### config.mk
export PLATFORM = sky130hd
export DESIGN_NAME = flt_cap_unit
export DESIGN_NICKNAME = d
export VERILOG_FILES = /design/src/rtl/flt_cap_pkg.sv /design/src/rtl/flt_cap_gate.sv /design/src/rtl/flt_cap_mask.sv /design/src/rtl/flt_cap_status.sv /design/src/rtl/flt_cap_unit.sv
export SDC_FILE = /design/constraint.sdc
export NUM_CORES = 1
export LEC_CHECK = 0
export BUFFER_PORTS_ARGS = -buffer_cell sky130_fd_sc_hd__buf_2
export CAP_MARGIN = 20
export CORE_MARGIN = 10
export CORE_UTILIZATION = 38
export DETAILED_ROUTE_END_ITERATION = 6
export PLACE_DENSITY_LB_ADDON = 0.2
export SLEW_MARGIN = 20
export SYNTH_ARGS = -nofsm -noshare
export SYNTH_HDL_FRONTEND = slang
export SYNTH_SLANG_ARGS = --single-unit
### constraint.sdc
create_clock -name clk -period 1.8 [get_ports clk]
set_input_delay 0.18 -clock clk [delete_from_list [all_inputs] [get_ports clk]]
set_output_delay 0.18 -clock clk [all_outputs]
set_load 0.01 [all_outputs]
### src/rtl/flt_cap_pkg.sv
package flt_cap_pkg;

  localparam int WORD_W    = 64;
  localparam int VALID_BIT = 63;
  localparam int CLS_HI    = 62;
  localparam int CLS_LO    = 61;
  localparam int EN_SEG_BIT  = 62;
  localparam int EN_PAGE_BIT = 61;
  localparam int NUM_CLS   = 2;

  localparam logic [1:0] CODE_PAGE = 2'b01;
  localparam logic [1:0] CODE_SEG  = 2'b11;

  // index 0 = page class, index 1 = segment class
  localparam logic [1:0] CLS_CODE [NUM_CLS] = '{CODE_PAGE, CODE_SEG};

  function automatic logic [1:0] class_code(input logic is_seg);
    return is_seg ? CODE_SEG : CODE_PAGE;
  endfunction

endpackage

### src/rtl/flt_cap_gate.sv
module flt_cap_gate
  import flt_cap_pkg::*;
(
  input  logic       flt_valid,
  input  logic       flt_is_seg,
  input  logic       en_seg,
  input  logic       en_page,
  output logic       accept,
  output logic [1:0] cls_code
);

  logic class_enabled;

  assign class_enabled = flt_is_seg ? en_seg : en_page;
  assign accept        = flt_valid & class_enabled;
  assign cls_code      = class_code(flt_is_seg);

endmodule

### src/rtl/flt_cap_mask.sv
module flt_cap_mask
  import flt_cap_pkg::*;
(
  input  logic              clk,
  input  logic              rst_n,
  input  logic              wr_en,
  input  logic              wr_seg,
  input  logic              wr_page,
  output logic              en_seg,
  output logic              en_page,
  output logic [WORD_W-1:0] mask_word
);

  logic [1:0] en_q;

  always_ff @(posedge clk or negedge rst_n) begin
    if (!rst_n) en_q <= 2'b00;
    else if (wr_en) en_q <= {wr_seg, wr_page};
  end

  assign en_seg  = en_q[1];
  assign en_page = en_q[0];

  always_comb begin
    mask_word = '0;
    mask_word[EN_SEG_BIT]  = en_q[1];
    mask_word[EN_PAGE_BIT] = en_q[0];
  end

endmodule

### src/rtl/flt_cap_status.sv
module flt_cap_status
  import flt_cap_pkg::*;
#(
  parameter int PAGE_W = 23,
  parameter int DEV_W  = 11
) (
  input  logic              clk,
  input  logic              rst_n,
  input  logic              accept,
  input  logic [1:0]        cls_code,
  input  logic [PAGE_W-1:0] page,
  input  logic              rd,
  input  logic [DEV_W-1:0]  dev,
  input  logic              sw_wr,
  input  logic              sw_valid_bit,
  output logic [WORD_W-1:0] status_q,
  output logic              load_evt,
  output logic              clr_evt
);

  localparam int RW_BIT  = DEV_W;
  localparam int PG_LO   = DEV_W + 1;
  localparam int PG_HI   = DEV_W + PAGE_W;

  function automatic logic [WORD_W-1:0] build_record(
    input logic [1:0]        c,
    input logic [PAGE_W-1:0] p,
    input logic              r,
    input logic [DEV_W-1:0]  d
  );
    logic [WORD_W-1:0] w;
    w = '0;
    w[VALID_BIT]     = 1'b1;
    w[CLS_HI:CLS_LO] = c;
    w[PG_HI:PG_LO]   = p;
    w[RW_BIT]        = r;
    w[DEV_W-1:0]     = d;
    return w;
  endfunction

  logic held;

  assign held     = status_q[VALID_BIT];
  assign clr_evt  = sw_wr & ~sw_valid_bit;
  assign load_evt = accept & (~held | clr_evt);

  always_ff @(posedge clk or negedge rst_n) begin
    if (!rst_n)        status_q <= '0;
    else if (load_evt) status_q <= build_record(cls_code, page, rd, dev);
    else if (clr_evt)  status_q <= '0;
  end

  assert_first_kept_R5: assert property (@(posedge clk) disable iff (!rst_n)
    (held && !clr_evt) |=> $stable(status_q))
    else $error("held record changed without a clear");

  assert_clear_R6: assert property (@(posedge clk) disable iff (!rst_n)
    (clr_evt && !accept) |=> (status_q == '0))
    else $error("clear did not empty the record");

  assert_capture_R8: assert property (@(posedge clk) disable iff (!rst_n)
    (accept && clr_evt) |=> status_q[VALID_BIT])
    else $error("fault coinciding with clear was lost");

endmodule

### src/rtl/flt_cap_unit.sv
module flt_cap_unit
  import flt_cap_pkg::*;
#(
  parameter int PAGE_W = 23,
  parameter int DEV_W  = 11
) (
  input  logic              clk,
  input  logic              rst_n,
  input  logic              flt_valid,
  input  logic              flt_is_seg,
  input  logic [PAGE_W-1:0] flt_page,
  input  logic              flt_read,
  input  logic [DEV_W-1:0]  flt_dev,
  input  logic              reg_sel,
  input  logic              reg_wr,
  input  logic [63:0]       reg_wdata,
  output logic [63:0]       reg_rdata,
  output logic              irq
);

  logic              en_seg, en_page;
  logic              accept;
  logic [1:0]        cls_code;
  logic [WORD_W-1:0] status_q, mask_word;
  logic              load_evt, clr_evt;
  logic              status_valid;
  logic [1:0]        status_cls;
  logic [NUM_CLS-1:0] en_vec, cls_pend;
  logic              unused_wdata;

  assign unused_wdata = ^{reg_wdata[60:0]};

  flt_cap_gate u_gate (
    .flt_valid (flt_valid),
    .flt_is_seg(flt_is_seg),
    .en_seg    (en_seg),
    .en_page   (en_page),
    .accept    (accept),
    .cls_code  (cls_code)
  );

  flt_cap_mask u_mask (
    .clk      (clk),
    .rst_n    (rst_n),
    .wr_en    (reg_wr & reg_sel),
    .wr_seg   (reg_wdata[EN_SEG_BIT]),
    .wr_page  (reg_wdata[EN_PAGE_BIT]),
    .en_seg   (en_seg),
    .en_page  (en_page),
    .mask_word(mask_word)
  );

  flt_cap_status #(.PAGE_W(PAGE_W), .DEV_W(DEV_W)) u_status (
    .clk         (clk),
    .rst_n       (rst_n),
    .accept      (accept),
    .cls_code    (cls_code),
    .page        (flt_page),
    .rd          (flt_read),
    .dev         (flt_dev),
    .sw_wr       (reg_wr & ~reg_sel),
    .sw_valid_bit(reg_wdata[VALID_BIT]),
    .status_q    (status_q),
    .load_evt    (load_evt),
    .clr_evt     (clr_evt)
  );

  assign status_valid = status_q[VALID_BIT];
  assign status_cls   = status_q[CLS_HI:CLS_LO];
  assign en_vec       = {en_seg, en_page};

  for (genvar g = 0; g < NUM_CLS; g++) begin : g_pend
    assign cls_pend[g] = status_valid & (status_cls == CLS_CODE[g]) & en_vec[g];
  end

  assign irq       = |cls_pend;
  assign reg_rdata = reg_sel ? mask_word : status_q;

  assert_irq_needs_valid_R7: assert property (@(posedge clk) disable iff (!rst_n)
    irq |-> status_valid)
    else $error("interrupt without a held record");

  assert_class_code_R2: assert property (@(posedge clk) disable iff (!rst_n)
    status_valid |-> (status_cls == CODE_SEG || status_cls == CODE_PAGE))
    else $error("illegal class code captured");

  assert_masked_silent_R4: assert property (@(posedge clk) disable iff (!rst_n)
    (flt_valid && !status_valid && !clr_evt &&
     !(flt_is_seg ? reg_rdata_en_seg() : reg_rdata_en_page())) |=> !status_valid)
    else $error("disabled fault class left state");

  function automatic logic reg_rdata_en_seg();
    return mask_word[EN_SEG_BIT];
  endfunction

  function automatic logic reg_rdata_en_page();
    return mask_word[EN_PAGE_BIT];
  endfunction

  assert_capture_R2: assert property (@(posedge clk) disable iff (!rst_n)
    load_evt |=> (status_valid && irq))
    else $error("captured fault did not raise the interrupt");

endmodule

# Word-level counts from Yosys, hierarchy flattened
# Index checks and enable logic that the tools add are counted.
# totals
regBits	66
inputBits	105
# classes
eq_ne	2
mux	5
n_bitwise	13
reduce_logical	2
# op_table
cell	n
64-bit 2-to-1 mux	3
1-bit bitwise AND	9
1-bit inverter	3
2-bit by 1-bit == test with 1-bit output (second input constant)	1
2-bit == test (second input constant)	1
2-bit 2-to-1 mux	1
2-bit nonzero test	1
2-bit OR reduction	1
1-bit 2-to-1 mux	1
1-bit bitwise OR	1

# Depth between registers and ports, before layout
# Gate-level depths: netlist (run 1).
# logic_depth
ltp_word	6
ltp_mapped	5
depth_no_buf	3

# Cells and area by module
# From an unflattened synthesis (run 1), not the netlist that was laid out.
# hier_totals
hier_cells	265
hier_area_um2	3154.3
# by_module_without_submodules
module	instances	cells_each	area_per_inst_um2	seq_area_each_um2
flt_cap_status	1	115	1602.8	950.9
flt_cap_unit	1	76	959.7	0.0
flt_cap_mask	1	69	556.8	50.0
flt_cap_gate	1	5	35.0	0.0

# Worst setup path before layout (run 1)
# OpenSTA, ideal clock, no wires.
# synth_timing
kind	reg-to-reg
start	register u_mask.en_q[1]
end	register u_status.status_q[10]
arrival_ns	1.298
slack_ns	0.381
path_stages_with_launch	6
synth_period_minus_slack_ns	1.419
cell_sequence	dfrtp_1 -> mux2i_1 -> o31a_1 -> buf_2 -> buf_2 -> a22o_2
# synth_between
elab_chain_len	4
elab_cells_between_ends	5
# synth_lines
element	line	rtl
start, declared	flt_cap_mask.sv:14	logic [1:0] en_q;
start signal, assigned	flt_cap_mask.sv:18	else if (wr_en) en_q <= {wr_seg, wr_page};
1-bit 2-to-1 mux *	flt_cap_gate.sv:14	assign class_enabled = flt_is_seg ? en_seg : en_page;
1-bit bitwise AND *	flt_cap_gate.sv:15	assign accept = flt_valid & class_enabled;
1-bit bitwise AND *	flt_cap_status.sv:45	assign load_evt = accept & (~held | clr_evt);
64-bit 2-to-1 mux / 2-bit nonzero test (equally long branches)	-	
end signal, assigned	flt_cap_status.sv:49	else if (load_evt) status_q <= build_record(cls_code, page, rd, dev);
end, declared	flt_cap_status.sv:16	output logic [WORD_W-1:0] status_q,
# Mark *: on every way between the ends. The rest lies on a longest branch, timed or not.
# A chain may end at the register's enable or synchronous reset.

# Final worst setup path (run 1)
# layout_timing
start	register u_mask.en_q[1]
end	register u_status.status_q[12]
# Same word-level chain as after synthesis.

==> reports/results.txt, run 1 <==
IO Count: 170
WL met3: 584 µm
multi-input logic area: 810 µm²
final-report hold violation count: 0
Layout Nets: 355
total clock buffers created by CTS: 5
Antenna Cells: 0
routed len/inst: 15.3 µm
WL final: 4920 µm
CTS H-tree depth: 2
gr usage total: 11.4%
Cell Chain, Critical Path: mux2i_1 -> o31a_1 -> buf_4 -> a22o_2
Hold WS: 100 ps
Metal-1 WL: 1990 µm
Comb power frac: 28.3%
first-pass GRT wire length: 7960 µm
synth unique cells: 22
Post-Syn Area: 1960 µm²
Die Ht: 91.8 µm
share of layout cells above drive strength 1: 52.6%
hpwl dp: 3750 µm
full die area: 8430 µm²
register area share after synthesis: 49.8%
Syn-to-layout area delta: 25.9%
switch share: 27.6%
uppermost routed layer: met4
critical path fanouts, max: 19
Max Cap Viol: 0
Post-Syn Instances: 165
core area: 5040 µm²
Setup CP Type: register to register
CTS Buffer Depth: 2
hold crit path type: primary input to register
Post-CTS Setup Repair Bufs: 0
DRC violations left: 0
RSZ-0062 raised after global routing: false
Synth top area share: 49.8%
crit path from: u_mask.en_q[1]
VDD IR max: 0.425 mV
Yosys warnings: 0
DRT Pass-1 Iters: 4
synth top area cells: dfrtp_1 50%, a22o_2 15%, nor2b_1 12%, buf_4 10%, a22o_1 2.2%
slowest stage cell, crit path: dfrtp_1
Layout fillers: 479
# rows: 26
most common cell in the netlist: dfrtp_1
Iter 0 DRT Violations: 40
Clk pwr share: 27.1%
Max Clock Skew: 9.96 ps
max-slew violations: 0
post-route minimum period: 1470 ps
Peak Freq: 678 MHz
critical path endpoint category: register
leak pwr: 1.34 nW
syn avg cell area: 11.9 µm²
Most used DFF post-synth: dfrtp_1
EDFF count, synth: 0
Initial Utilization: 38.9%
grt ovf: 0
WHS Endpoint: u_status.status_q[21]
R2R cell count: 4
area leader, netlist: dfrtp_1
CP startpoint kind: register
Die Width: 91.8 µm
Final Non-Filler Cells: 321
clock transition at the registers of the reported paths: 80 ps
DR WL met2: 2280 µm
clk_lat worst skew: 290 ps
synthesized flop and latch total: 39
Final setup viols: 0
Post-DP Area: 2340 µm²
reg2reg start: u_mask.en_q[1]
final antenna-violating net count: 0
R2R setup slack: 330 ps
Final Cycle Share: 81.9%
share of synthesized registers carrying an async set or reset: 100%
setup TNS: 0 ps
initial antenna violation count: 0
Hold Path Depth: 2
max incr delay on CP: 410 ps
Placed Cells: 312
vias: 1441
RePlAce Congestion: 0.714
CTS sink cnt: 39
fin area: 2470 µm²
TritonCTS clock tree: yes
Seq pwr share: 44.6%
PD cells: 1110 nW/µm²
largest net degree at the start of global routing: 40
Int Pwr: 1.99 mW
Net Switching: 0.760 mW
status: finished clean
clk root buf: clkbuf_8
drt via density: 4.49
CP Data Required Time: 1970 ps
Hold Crit Start: flt_page[9]
R2R Path End: u_status.status_q[12]
FF/Latch Area: 976 µm²
WP data arrival: 1650 ps
most frequent cells after synthesis: 39 x dfrtp_1, 37 x nor2b_1, 30 x a22o_2, 26 x buf_4, 5 x a22o_1
PortBufs: 82
number of global-route vias before repair: 1608
power by group through the flow:
stage                     sequential, mW  combinational [mW]  clock, mW
after detailed placement            1.23               0.789          0
after CTS                           1.23               0.791      0.765
after global routing                1.26               0.858      0.803
after floorplan                     1.20               0.583          0
after global placement              1.23               0.782          0
final                               1.23               0.778      0.745
critical path, delay by kind of cell (launching register included):
kind | cells | cell delay (ps)
AO/OA/AOI/OAI | 2 | 560
multiplexers | 1 | 170
buffers and inverters | 1 | 210
flip-flops | 1 | 410
through the flow:
stage / util (%) / setup slack (ps) / power [mW]
floorplan: - / 381 / 1.78
global placement: 46.4 / 260 / 2.02
detailed placement: 46.4 / 258 / 2.02
CTS: 48.9 / 322 / 2.78
global route: 48.9 / 228 / 2.92
finish: 48.9 / 326 / 2.75
logic make-up (layout without fill, tap and decap cells):
family | count (synthesis) | after routing | share of synthesized area (%)
multiplexers | 5 | 5 | 2.75
other | 1 | 26 | 0.191
flip-flops | 39 | 39 | 49.8
buffers and inverters | 38 | 99 | 13.7
AO/OA/AOI/OAI | 41 | 41 | 20.5
AND/OR/NAND/NOR | 41 | 41 | 13.1
layout by cell type, fill, tap and decap left out:
| master | n |
|---|---|
| buf_2 | 82 |
| dfrtp_1 | 39 |
| nor2b_1 | 37 |
| a22o_2 | 30 |
| conb_1 | 26 |
| buf_4 | 7 |
| clkbuf_8 | 6 |
| a22o_1 | 5 |
| mux2_2 | 3 |
| mux2i_1 | 2 |
| nand2_1 | 2 |
| a21o_1 | 1 |
| inv_1 | 1 |
| or3b_4 | 1 |
| o31a_1 | 1 |
| a211oi_4 | 1 |
| and3_1 | 1 |
| a21boi_0 | 1 |
| o22a_1 | 1 |
| o21ai_0 | 1 |
| bufinv_16 | 1 |
| clkinv_2 | 1 |
| dlygate4sd3_1 | 1 |
cell type report:
type                       instances  share of cell area (%)
clock buffer                       6                    3.35
multi-input combinational        113                    32.8
tap                               70                    3.55
clock inverter                     2                    1.42
inverter                           1                   0.152
timing repair buffer              90                    19.2
sequential                        39                    39.6
worst max path at each step:
stage,slack [ps],end,cells after the start
final,330,u_status.status_q[12],4
after global routing,230,u_status.status_q[15],4
after CTS,320,u_status.status_q[12],4
after detailed placement,260,u_status.status_q[28],5
after global placement,260,u_status.status_q[34],5
after floorplan,380,u_status.status_q[10],5
routing by layer:
layer	track usage [%]	vias to the layer above
li1	-	688
met1	12.7	677
met2	18.0	68
met3	6.36	8
met4	4.24	0
met5	0	-
what timing repair did:
action	4_1_cts	5_1_grt
gates resized for setup	0	0
hold endpoints to repair	20	0
hold buffers	1	0
flip-flops by register name, indices dropped and copies added (netlist names):
register	count
u_mask.en_q	2
u_status.status_q	37
No activity file was read; power rests on OpenSTA's default activity.
==> inputs of run 2 (changes only) <==
==> constraint.sdc (replaced) <==
create_clock -name clk -period 1.5 [get_ports clk]
set_input_delay 0.15 -clock clk [delete_from_list [all_inputs] [get_ports clk]]
set_output_delay 0.15 -clock clk [all_outputs]
set_load 0.01 [all_outputs]
==> run 2 against run 1 <==
Against the previous run:
- critical path depth unchanged
- cell count increased by 0.31%
- clock power increased by 3.5%
- wire length increased by 0.73%
- critical path type is now register to primary output
==> reports/results.txt, run 2 (synthesis results as in run 1) <==
Layout fillers: 482 (was 479)
full die area: 8430 µm² (unchanged)
Die Ht: 91.8 µm (unchanged)
Reg with most FFs: u_status.status_q (unchanged)
Max Clock Skew: 2.70 ps (was 9.96 ps)
first-pass GRT wire length: 8120 µm (was 7960 µm)
biggest regs: u_status.status_q x37, u_mask.en_q x2 (unchanged)
Final Cycle Share: 93.3%
clock transition at the registers of the reported paths: 70 ps (was 80 ps)
status: finished clean (unchanged)
commonest cells after routing, fill and taps aside: 82 x buf_2, 39 x dfrtp_1, 37 x nor2b_1 (unchanged)
routed len/inst: 15.4 µm (was 15.3 µm)
DRC violations left: 0 (unchanged)
clk_lat worst skew: 280 ps (was 290 ps)
setup TNS: 0 ps (unchanged)
Final setup viols: 0 (unchanged)
hpwl dp: 3690 µm (was 3750 µm)
critical path endpoint category: primary output (was register)
post-route minimum period: 1400 ps
Peak Freq: 714 MHz
Antenna Cells: 0 (unchanged)
CP Data Required Time: 1350 ps (was 1970 ps)
RePlAce Congestion: 0.752 (was 0.714)
IO Count: 170 (unchanged)
WP data arrival: 1250 ps (was 1650 ps)
RSZ-0062 raised after global routing: false (unchanged)
Tot Pwr: 3.20 mW (was 2.75 mW)
fin area: 2490 µm² (was 2470 µm²)
leak pwr: 1.34 nW (about the same)
CTS Buffer Depth: 2 (unchanged)
Initial Utilization: 38.9% (unchanged)
vias: 1462 (was 1441)
max-slew violations: 0 (unchanged)
Placed Cells: 313 (was 312)
Iter 0 DRT Violations: 35 (was 40)
Die Width: 91.8 µm (unchanged)
initial antenna violation count: 0 (unchanged)
PortBufs: 82 (unchanged)
final antenna-violating net count: 0 (unchanged)
max reg flops: 37 (unchanged)
share of layout cells above drive strength 1: 52.8% (was 52.6%)
Syn-to-layout area delta: 26.9% (was 25.9%)
Final Non-Filler Cells: 322 (was 321)
CP startpoint kind: register (unchanged)
final worst setup slack: 100 ps (was 326 ps)
core area: 5040 µm² (unchanged)
drt via density: 4.54 (was 4.49)
CTS sink cnt: 39 (unchanged)
grt ovf: 0 (unchanged)
largest net degree at the start of global routing: 40 (unchanged)
final-report hold violation count: 0 (unchanged)
number of global-route vias before repair: 1659 (was 1608)
VDD IR max: 0.639 mV (was 0.425 mV)
DRT Pass-1 Iters: 4 (unchanged)
DP Worst Slack: 58.4 ps (was 258 ps)
critical path fanouts, max: 5 (was 19)
gr usage total: 11.5% (was 11.4%)
clk root buf: clkbuf_8 (unchanged)
PD cells: 1290 nW/µm² (was 1110 nW/µm²)
Post-DP Area: 2370 µm² (was 2340 µm²)
hold crit path type: primary input to register (unchanged)
CTS resizes: 0 (unchanged)
most common cell after layout, fill and taps aside: buf_2 (unchanged)
total clock buffers created by CTS: 5 (unchanged)
# rows: 26 (unchanged)
CTS H-tree depth: 2 (unchanged)
Setup CP Type: register to primary output (was register to register)
TritonCTS clock tree: yes (unchanged)
Layout Nets: 356 (was 355)
Post-CTS Setup Repair Bufs: 0 (unchanged)
WL final: 4960 µm (was 4920 µm)
Max Cap Viol: 0 (unchanged)
run 2: cell count changes in the layout (fill, tap and decap cells not counted):
cell	delta
buf_12	+2
buf_4	-1
bufinv_16	-1
clkbuf_8	+1
clkinv_2	-1
clkinvlp_4	+1
run 2: per-layer routing:
metal / global-route usage, % / part of all wire, % / vias up
met5: 0 / 0 / -
met4: 3.47 / 0.85 / 0
met3: 6.52 / 12 / 5
met2: 18.4 / 48 / 67
met1: 13.0 / 39 / 702
li1: - / - / 688
run 2: area by class of cell:
class,count,area [µm²],area share (%)
tap,70,87.6,3.52
sequential,39,976,39.3
timing repair buffer,91,505,20.3
clock inverter,1,7.51,0.302
multi-input combinational,113,810,32.6
inverter,1,3.75,0.151
clock buffer,7,96.3,3.88
run 2: through the flow:
step,util (%),hold slack (ps)
floorplan,-,-146
global route,49.3,69.9
global placement,47.0,116
CTS,49.3,63.9
finish,49.3,76.9
detailed placement,47.0,117
run 2: what timing repair did:
action                                  CTS  global route
hold buffers                              1             0
hold endpoints to repair                 17             0
endpoints found under the setup margin    0             0
run 2: path summary, 6_finish.rpt:
check	endpoint	slack, ps	cells past startpoint	from
max in group asynchronous	u_status.status_q[31]	710	3	rst_n
max reg2reg	u_status.status_q[9]	130	4	u_mask.en_q[1]
min reg2reg	u_status.status_q[18]	500	1	u_status.status_q[18]
min in group asynchronous	u_status.status_q[15]	340	2	rst_n
min	u_status.status_q[21]	80	2	flt_page[9]
max	reg_rdata[61]	100	4	u_status.status_q[61]
run 2: report_power, final:
part           internal, mW  switching [mW]
sequential             1.32           0.137
clock                 0.418           0.353
combinational         0.547           0.419
run 2: worst max-delay path, cell delays in order (launching register included):
cell     delay (ps)
dfrtp_1         380
buf_4           160
nor2b_1         140
a21o_1          160
buf_2           130
